$ cat config.mk
export PLATFORM = sky130hd
export DESIGN_NAME = uart_dma_req
export DESIGN_NICKNAME = d
export VERILOG_FILES = /design/src/rtl/uart_dma_pkg.sv /design/src/rtl/uart_dma_csr.sv /design/src/rtl/uart_dma_lane.sv /design/src/rtl/uart_dma_req.sv
export SDC_FILE = /design/constraint.sdc
export NUM_CORES = 1
export LEC_CHECK = 0
export BUFFER_PORTS_ARGS = -buffer_cell sky130_fd_sc_hd__buf_4
export CORE_ASPECT_RATIO = 1.5
export CORE_MARGIN = 3
export CORE_UTILIZATION = 37
export DETAILED_ROUTE_END_ITERATION = 12
export PLACE_DENSITY = 0.86
export REMOVE_ABC_BUFFERS = 1
export SLEW_MARGIN = 20
export SYNTH_ARGS = -nofsm -noshare
export SYNTH_HDL_FRONTEND = slang
export SYNTH_SLANG_ARGS = --single-unit
$ cat constraint.sdc
create_clock -name clk -period 2 [get_ports clk]
set_clock_uncertainty 0.05 [all_clocks]
set_input_delay 0.4 -clock clk [delete_from_list [all_inputs] [get_ports clk]]
set_output_delay 0.4 -clock clk [all_outputs]
set_load 0.1 [all_outputs]
$ cat src/rtl/uart_dma_pkg.sv
package uart_dma_pkg;

  // Control word; bit 0 = rx_en, bit 1 = tx_en, bit 2 = on_err
  typedef struct packed {
    logic on_err;
    logic tx_en;
    logic rx_en;
  } ctrl_t;

  localparam int CTRL_W      = $bits(ctrl_t);
  localparam int LANE_RX     = 0;
  localparam int LANE_TX     = 1;
  localparam int NUM_LANES   = 2;

endpackage

$ cat src/rtl/uart_dma_csr.sv
module uart_dma_csr
  import uart_dma_pkg::*;
#(
  parameter int          ADDR_W   = 8,
  parameter int          DATA_W   = 32,
  parameter logic [7:0]  CTRL_OFS = 8'h48
) (
  input  logic              clk,
  input  logic              rst_n,
  input  logic              wr,
  input  logic [ADDR_W-1:0] addr,
  input  logic [DATA_W-1:0] wdata,
  output logic [DATA_W-1:0] rdata,
  output ctrl_t             ctrl
);

  localparam logic [ADDR_W-1:0] OFS = ADDR_W'(CTRL_OFS);

  logic  hit;
  logic  ctrl_we;
  ctrl_t ctrl_d;
  ctrl_t ctrl_q;

  always_comb begin
    hit     = (addr == OFS);
    ctrl_we = wr & hit;
    ctrl_d  = ctrl_t'(wdata[CTRL_W-1:0]);
  end

  always_ff @(posedge clk or negedge rst_n) begin
    if (!rst_n) begin
      ctrl_q <= '0;
    end else if (ctrl_we) begin
      ctrl_q <= ctrl_d;
    end
  end

  always_comb begin
    rdata = '0;
    if (hit) rdata[CTRL_W-1:0] = ctrl_q;
  end

  assign ctrl = ctrl_q;

endmodule

$ cat src/rtl/uart_dma_lane.sv
module uart_dma_lane #(
  parameter int DEPTH = 16,
  parameter bit IS_TX = 1'b0,
  localparam int LW   = $clog2(DEPTH + 1)
) (
  input  logic          clk,
  input  logic          rst_n,
  input  logic          enable,
  input  logic          gate,
  input  logic          clr,
  input  logic [LW-1:0] level,
  input  logic [LW-1:0] wmark,
  output logic          sreq,
  output logic          breq
);

  localparam logic [LW-1:0] DEPTH_L = LW'(DEPTH);

  logic [LW-1:0] wm_eff;
  logic [LW-1:0] avail;
  logic          live;
  logic          sreq_d, breq_d;
  logic          sreq_q, breq_q;

  // Saturate watermark into 1..DEPTH
  always_comb begin
    if (wmark == '0)          wm_eff = LW'(1);
    else if (wmark > DEPTH_L) wm_eff = DEPTH_L;
    else                      wm_eff = wmark;
  end

  // Characters that can move: held data (rx) or free slots (tx)
  generate
    if (IS_TX) begin : g_tx
      assign avail = DEPTH_L - level;
    end else begin : g_rx
      assign avail = level;
    end
  endgenerate

  always_comb begin
    live   = enable & ~gate & ~clr;
    sreq_d = live & (avail != '0);
    breq_d = live & (avail >= wm_eff);
  end

  always_ff @(posedge clk or negedge rst_n) begin
    if (!rst_n) begin
      sreq_q <= 1'b0;
      breq_q <= 1'b0;
    end else begin
      sreq_q <= sreq_d;
      breq_q <= breq_d;
    end
  end

  assign sreq = sreq_q;
  assign breq = breq_q;

endmodule

$ cat src/rtl/uart_dma_req.sv
module uart_dma_req
  import uart_dma_pkg::*;
#(
  parameter int         DEPTH    = 16,
  parameter int         ADDR_W   = 8,
  parameter int         DATA_W   = 32,
  parameter logic [7:0] CTRL_OFS = 8'h48,
  localparam int        LVL_W    = $clog2(DEPTH + 1)
) (
  input  logic              clk,
  input  logic              rst_n,
  input  logic              reg_wr,
  input  logic [ADDR_W-1:0] reg_addr,
  input  logic [DATA_W-1:0] reg_wdata,
  output logic [DATA_W-1:0] reg_rdata,
  input  logic [LVL_W-1:0]  rx_level,
  input  logic [LVL_W-1:0]  tx_level,
  input  logic [LVL_W-1:0]  rx_wmark,
  input  logic [LVL_W-1:0]  tx_wmark,
  input  logic              err_irq,
  input  logic              rx_clr,
  input  logic              tx_clr,
  output logic              rx_sreq,
  output logic              rx_breq,
  output logic              tx_sreq,
  output logic              tx_breq
);

  // Reset: asynchronous assert, synchronous release
  logic [1:0] rst_sync_q;
  logic       rst_sync_n;

  always_ff @(posedge clk or negedge rst_n) begin
    if (!rst_n) rst_sync_q <= 2'b00;
    else        rst_sync_q <= {rst_sync_q[0], 1'b1};
  end
  assign rst_sync_n = rst_sync_q[1];

  ctrl_t ctrl_q;

  uart_dma_csr #(
    .ADDR_W  (ADDR_W),
    .DATA_W  (DATA_W),
    .CTRL_OFS(CTRL_OFS)
  ) i_csr (
    .clk  (clk),
    .rst_n(rst_sync_n),
    .wr   (reg_wr),
    .addr (reg_addr),
    .wdata(reg_wdata),
    .rdata(reg_rdata),
    .ctrl (ctrl_q)
  );

  logic [LVL_W-1:0] lane_lvl [NUM_LANES];
  logic [LVL_W-1:0] lane_wm  [NUM_LANES];
  logic             lane_en  [NUM_LANES];
  logic             lane_gt  [NUM_LANES];
  logic             lane_clr [NUM_LANES];
  logic             lane_s   [NUM_LANES];
  logic             lane_b   [NUM_LANES];

  always_comb begin
    lane_lvl[LANE_RX] = rx_level;
    lane_lvl[LANE_TX] = tx_level;
    lane_wm[LANE_RX]  = rx_wmark;
    lane_wm[LANE_TX]  = tx_wmark;
    lane_en[LANE_RX]  = ctrl_q.rx_en;
    lane_en[LANE_TX]  = ctrl_q.tx_en;
    lane_gt[LANE_RX]  = ctrl_q.on_err & err_irq;
    lane_gt[LANE_TX]  = 1'b0;
    lane_clr[LANE_RX] = rx_clr;
    lane_clr[LANE_TX] = tx_clr;
  end

  generate
    for (genvar g = 0; g < NUM_LANES; g++) begin : g_lane
      uart_dma_lane #(
        .DEPTH(DEPTH),
        .IS_TX(g == LANE_TX)
      ) i_lane (
        .clk   (clk),
        .rst_n (rst_sync_n),
        .enable(lane_en[g]),
        .gate  (lane_gt[g]),
        .clr   (lane_clr[g]),
        .level (lane_lvl[g]),
        .wmark (lane_wm[g]),
        .sreq  (lane_s[g]),
        .breq  (lane_b[g])
      );
    end
  endgenerate

  assign rx_sreq = lane_s[LANE_RX];
  assign rx_breq = lane_b[LANE_RX];
  assign tx_sreq = lane_s[LANE_TX];
  assign tx_breq = lane_b[LANE_TX];

endmodule

# Word level (Yosys, flattened, before mapping)
# Cells that the tools add are included.
dict set report word_totals {
  ff_bits 9
  inputBits 66
  output_inout_bits 36
  wordCells 35
}
dict set report classes {
  add_sub_neg 1
  order_cmp 4
  eq_ne 1
  mux 5
  bitwise 12
  reduce_logical 4
}
# operator count
set ops {}
lappend ops {{$mux W5} 4}
lappend ops {{$ge A5 B5 Y1} 2}
lappend ops {{$gt A5 B5 Y1 const B} 2}
lappend ops {{$logic_not A5 Y1} 2}
lappend ops {{$reduce_bool A5 Y1} 2}
lappend ops {{$and A1 B1 Y1} 9}
lappend ops {{$eq A8 B7 Y1 const B} 1}
lappend ops {{$sub A5 B5 Y5 const A} 1}
lappend ops {{$mux W3} 1}
lappend ops {{$not A1 Y1} 3}

# Depth between registers and ports, before layout
dict set report depth {
  word_depth 5
  ltp_mapped 9
  mapped_depth_nobuf 9
}

# By module
# A second synthesis with hierarchy kept.
dict set report unflattened {
  hier_cells 110
  area_unflattened_um2 968.4
}
# module n_inst cells_each area_each_um2 seq_area_each_um2
set by_module_without_submodules {}
lappend by_module_without_submodules {uart_dma_csr 1 44 406.6 75.1}
lappend by_module_without_submodules {{uart_dma_lane (g_lane[1].i_lane)} 1 36 286.5 50.0}
lappend by_module_without_submodules {{uart_dma_lane (g_lane[0].i_lane)} 1 25 211.5 50.0}
lappend by_module_without_submodules {uart_dma_req 1 5 63.8 50.0}

# Worst setup path before layout
# Ideal clock, no wire load.
dict set report synth_path {
  kind {in2out}
  from {in reg_addr[5]}
  to {out reg_rdata[0]}
  arrival_time_ps 1686
  t_required_ps 1550
  setup_slack_ps -136
  stages 3
  path_buffers 0
  path_cell_list {nor4b_2 > and4b_2 > and2_1}
}
dict set report synth_via {
  elab_chain_cells 2
}
# item line_no
set synth_rtl {}
lappend synth_rtl {{start: declaration} uart_dma_req.sv:13} ;# input logic [ADDR_W-1:0] reg_addr,
lappend synth_rtl {{$eq A8 B7 Y1} uart_dma_csr.sv:25} ;# hit = (addr == OFS);
lappend synth_rtl {{$mux W3} uart_dma_csr.sv:40} ;# if (hit) rdata[CTRL_W-1:0] = ctrl_q;
lappend synth_rtl {{end: declaration} uart_dma_req.sv:15} ;# output logic [DATA_W-1:0] reg_rdata,
# No other way between the ends.

# Worst setup path after layout
# Ends and elaborated chain as after synthesis.

==> run_results.csv <==
group,metric,value,unit
worst_setup_path,cp.required,1.55,ns
routing,vias,797,
worst_setup_path,arrival,1.47,ns
final_layout,final_common_cell,"buf_4",
floorplanning,core_area,2310,um2
sta,fmax,0.522,GHz
routing,routedWlPerCell,10.5,um
outcome,status,"finished clean",
worst_setup_path,cp-start-kind,"input port",
final_layout,final_core_util,0.528,
run,drv_cap,0,
yosys,avgSynthCellArea,8.85,um2
yosys,synth_cell_type_count,28,
yosys,synth_edf_count,0,
worst_setup_path,crit_path_max_incr_delay,0.29,ns
global_routing,grt_pass1_vias,737,
routing,final_antenna_net_count,0,
yosys,yosysWarnings,0,
clock_tree,h-tree-depth,1,
final_layout,syn2layout_area_growth,30.1,%
routing,route.detailed.drc,0,
worst_hold_path,hold_path_class,"reg -> async",
final_layout,drive_gt1_frac,0.344,
power,leakage,0.697,nW
sta,slew_viol_final,0,
worst_setup_path,crit_family,"simple AND/OR/NAND/NOR gates",
placement,place.gp.congestion,0.733,
sta,hold_viol_final,0,
yosys,syn_area,938,um2
global_routing,antenna_found_initial,0,
yosys,synthCells,106,
clock_tree,cts_buffers,3,
routing,drt_iter0_drc,0,
clock_tree,cts_tree,"done",
sta,rsz0062_at_grt,"false",
clock_tree,post_cts_resized,0,
power,totalPowerFinal,710,uW
yosys,ys_seq_area_frac,0.240,
placement,io_buffers,43,
final_layout,layout_common_cells,"buf_4 (44), conb_1 (30), ha_1 (11)",
sta,fin_crit,1.92,ns
power,power_density,582,nW/um2
clock_tree,clock-sinks,9,
floorplanning,start_util,0.406,
global_routing,grt_start_max_net_pins,8,
worst_setup_path,worstPathCellList,"buf_4 > nor4b_2 > and4b_2 > and2_1 > buf_4",
clock_tree,cts.clk_slew.worst_paths,0.06,ns
floorplanning,fp.dieArea,3190,um2
final_layout,final_nets,232,
yosys,synth_area_leaders,"dfrtp_1 (24%), buf_4 (23%), ha_1 (15%)",
worst_setup_path,crit_top_cell,"buf_4",
clock_tree,root_buffer,"clkbuf_4",
yosys,ys_async_sr_fraction,1.00,
yosys,ys_ff_latch,9,
floorplanning,core.rowCount,21,
final_layout,final_cells,177,
final_layout,diodes,0,
routing,drt-total-wl,1.86,mm
floorplanning,pin_count,102,
routing,dr.pass1.iters,1,
worst_setup_path,critPathBufInv,2,
global_routing,groute.usage.overall,0.122,
clock_tree,cts_max_path_buffers,2,
clock_tree,clk_latency,0.26,ns
placement,dpl.hpwl,1.73,mm
placement,dpl_cell_area,1180,um2
sta,period_share,0.958,
worst_setup_path,crit_type,"in -> out",
global_routing,grt_pass1_wl,2.77,mm
sta,setup_violations,0,
floorplanning,die_w,47.1,um
final_layout,fin_area,1220,um2
global_routing,gr-total-overflow,0,
floorplanning,die_y,67.7,um
power,ir_drop,0.287,mV
placement,place_inst,172,
worst_setup_path,end_kind,"output port",
worst_setup_path,crit_slowest_cell,"buf_4",
yosys,yosysTopAreaCellShare,0.240,
final_layout,nFillCells,222,
yosys,synth_ff_type,"dfrtp_1",
yosys,synth_top_area_cell,"dfrtp_1",
worst_setup_path,crit_fanout,4,
routing,viasPerCell,4.50,
sta,hold_slack,0.0586,ns
==> state kept, by name, summed over array words and instances, names as in the netlist <==
| signal | cells |
|---|---|
| g_lane.i_lane.breq | 2 |
| rst_sync_q | 2 |
| g_lane.i_lane.sreq | 2 |
| i_csr.ctrl | 3 |
==> where the power goes <==
part,switching (mW),internal [mW],total (mW)
Clock,0.0580,0.0765,0.134
Combinational,0.299,0.0823,0.381
Sequential,0.00586,0.189,0.195
==> kinds of logic after synthesis <==
logic type | synth area share
flops | 0.240
simple gates | 0.189
mux | 0.0480
other cells | 0.00800
compound gates | 0.0800
buf+inv | 0.260
xor+xnor | 0.0280
fa+ha+maj | 0.147
==> layout make-up <==
type,instances,area [um2],area share
Inverter,7,26.3,0.0215
Multi-Input combinational cell,89,574,0.470
Clock buffer,4,26.3,0.0215
Tap cell,23,28.8,0.0236
Timing Repair Buffer,45,340,0.279
Sequential cell,9,225,0.184
==> worst register-to-register path, stage by stage, from the launching register on <==
cell and delay [ns]:
dfrtp_1 0.40, a211oi_1 0.29, o21ai_0 0.12, a21oi_1 0.13
==> cells in the mapped netlist (2+ instances only) <==
cell and count:
dfrtp_1 9, nand2b_1 2, xnor2_1 2, mux2_4 3, nand2_1 6, nor2b_1 2
and2_1 3, a211oi_1 2, conb_1 2, inv_1 7, ha_1 11, o21ai_0 4
buf_4 29, nor3_1 3, nor2_1 8
==> final timing paths <==
check / from / end / slack [ns] / cells after the start
min: rst_sync_q[1] / g_lane[0].i_lane.breq / 0.06 / 0
max: reg_addr[5] / reg_rdata[0] / 0.08 / 5
min reg2reg: rst_sync_q[1] / g_lane[0].i_lane.breq / 0.06 / 0
min in group clk: rst_sync_q[0] / rst_sync_q[1] / 0.30 / 0
max reg2reg: i_csr.ctrl[2] / g_lane[0].i_lane.breq / 0.93 / 3
max in group asynchronous: rst_n / rst_sync_q[0] / 1.40 / 2
==> stage by stage <==
stage	setup TNS, ns	setup WS [ns]
4_1_cts	0	0.0668
6_report	0	0.0849
3_3_place_gp	0	0.0784
3_5_place_dp	0	0.0423
5_1_grt	0	0.0226
2_1_floorplan	-0.408	-0.136
==> layer usage <==
layer  GRT usage  vias up  share of wire
li1            -      392              -
met1       0.119      344           0.33
met2       0.224       58           0.51
met3      0.0347        3           0.14
met4      0.0519        0          0.016
met5           0        -              0
==> repair_timing <==
item | in CTS | in global routing
buffers inserted | 0 | 0
hold endpoints to repair | 2 | 0
setup endpoints to repair | 0 | 0
hold buffers | 1 | 0
No activity file was read; power rests on OpenSTA's default activity.
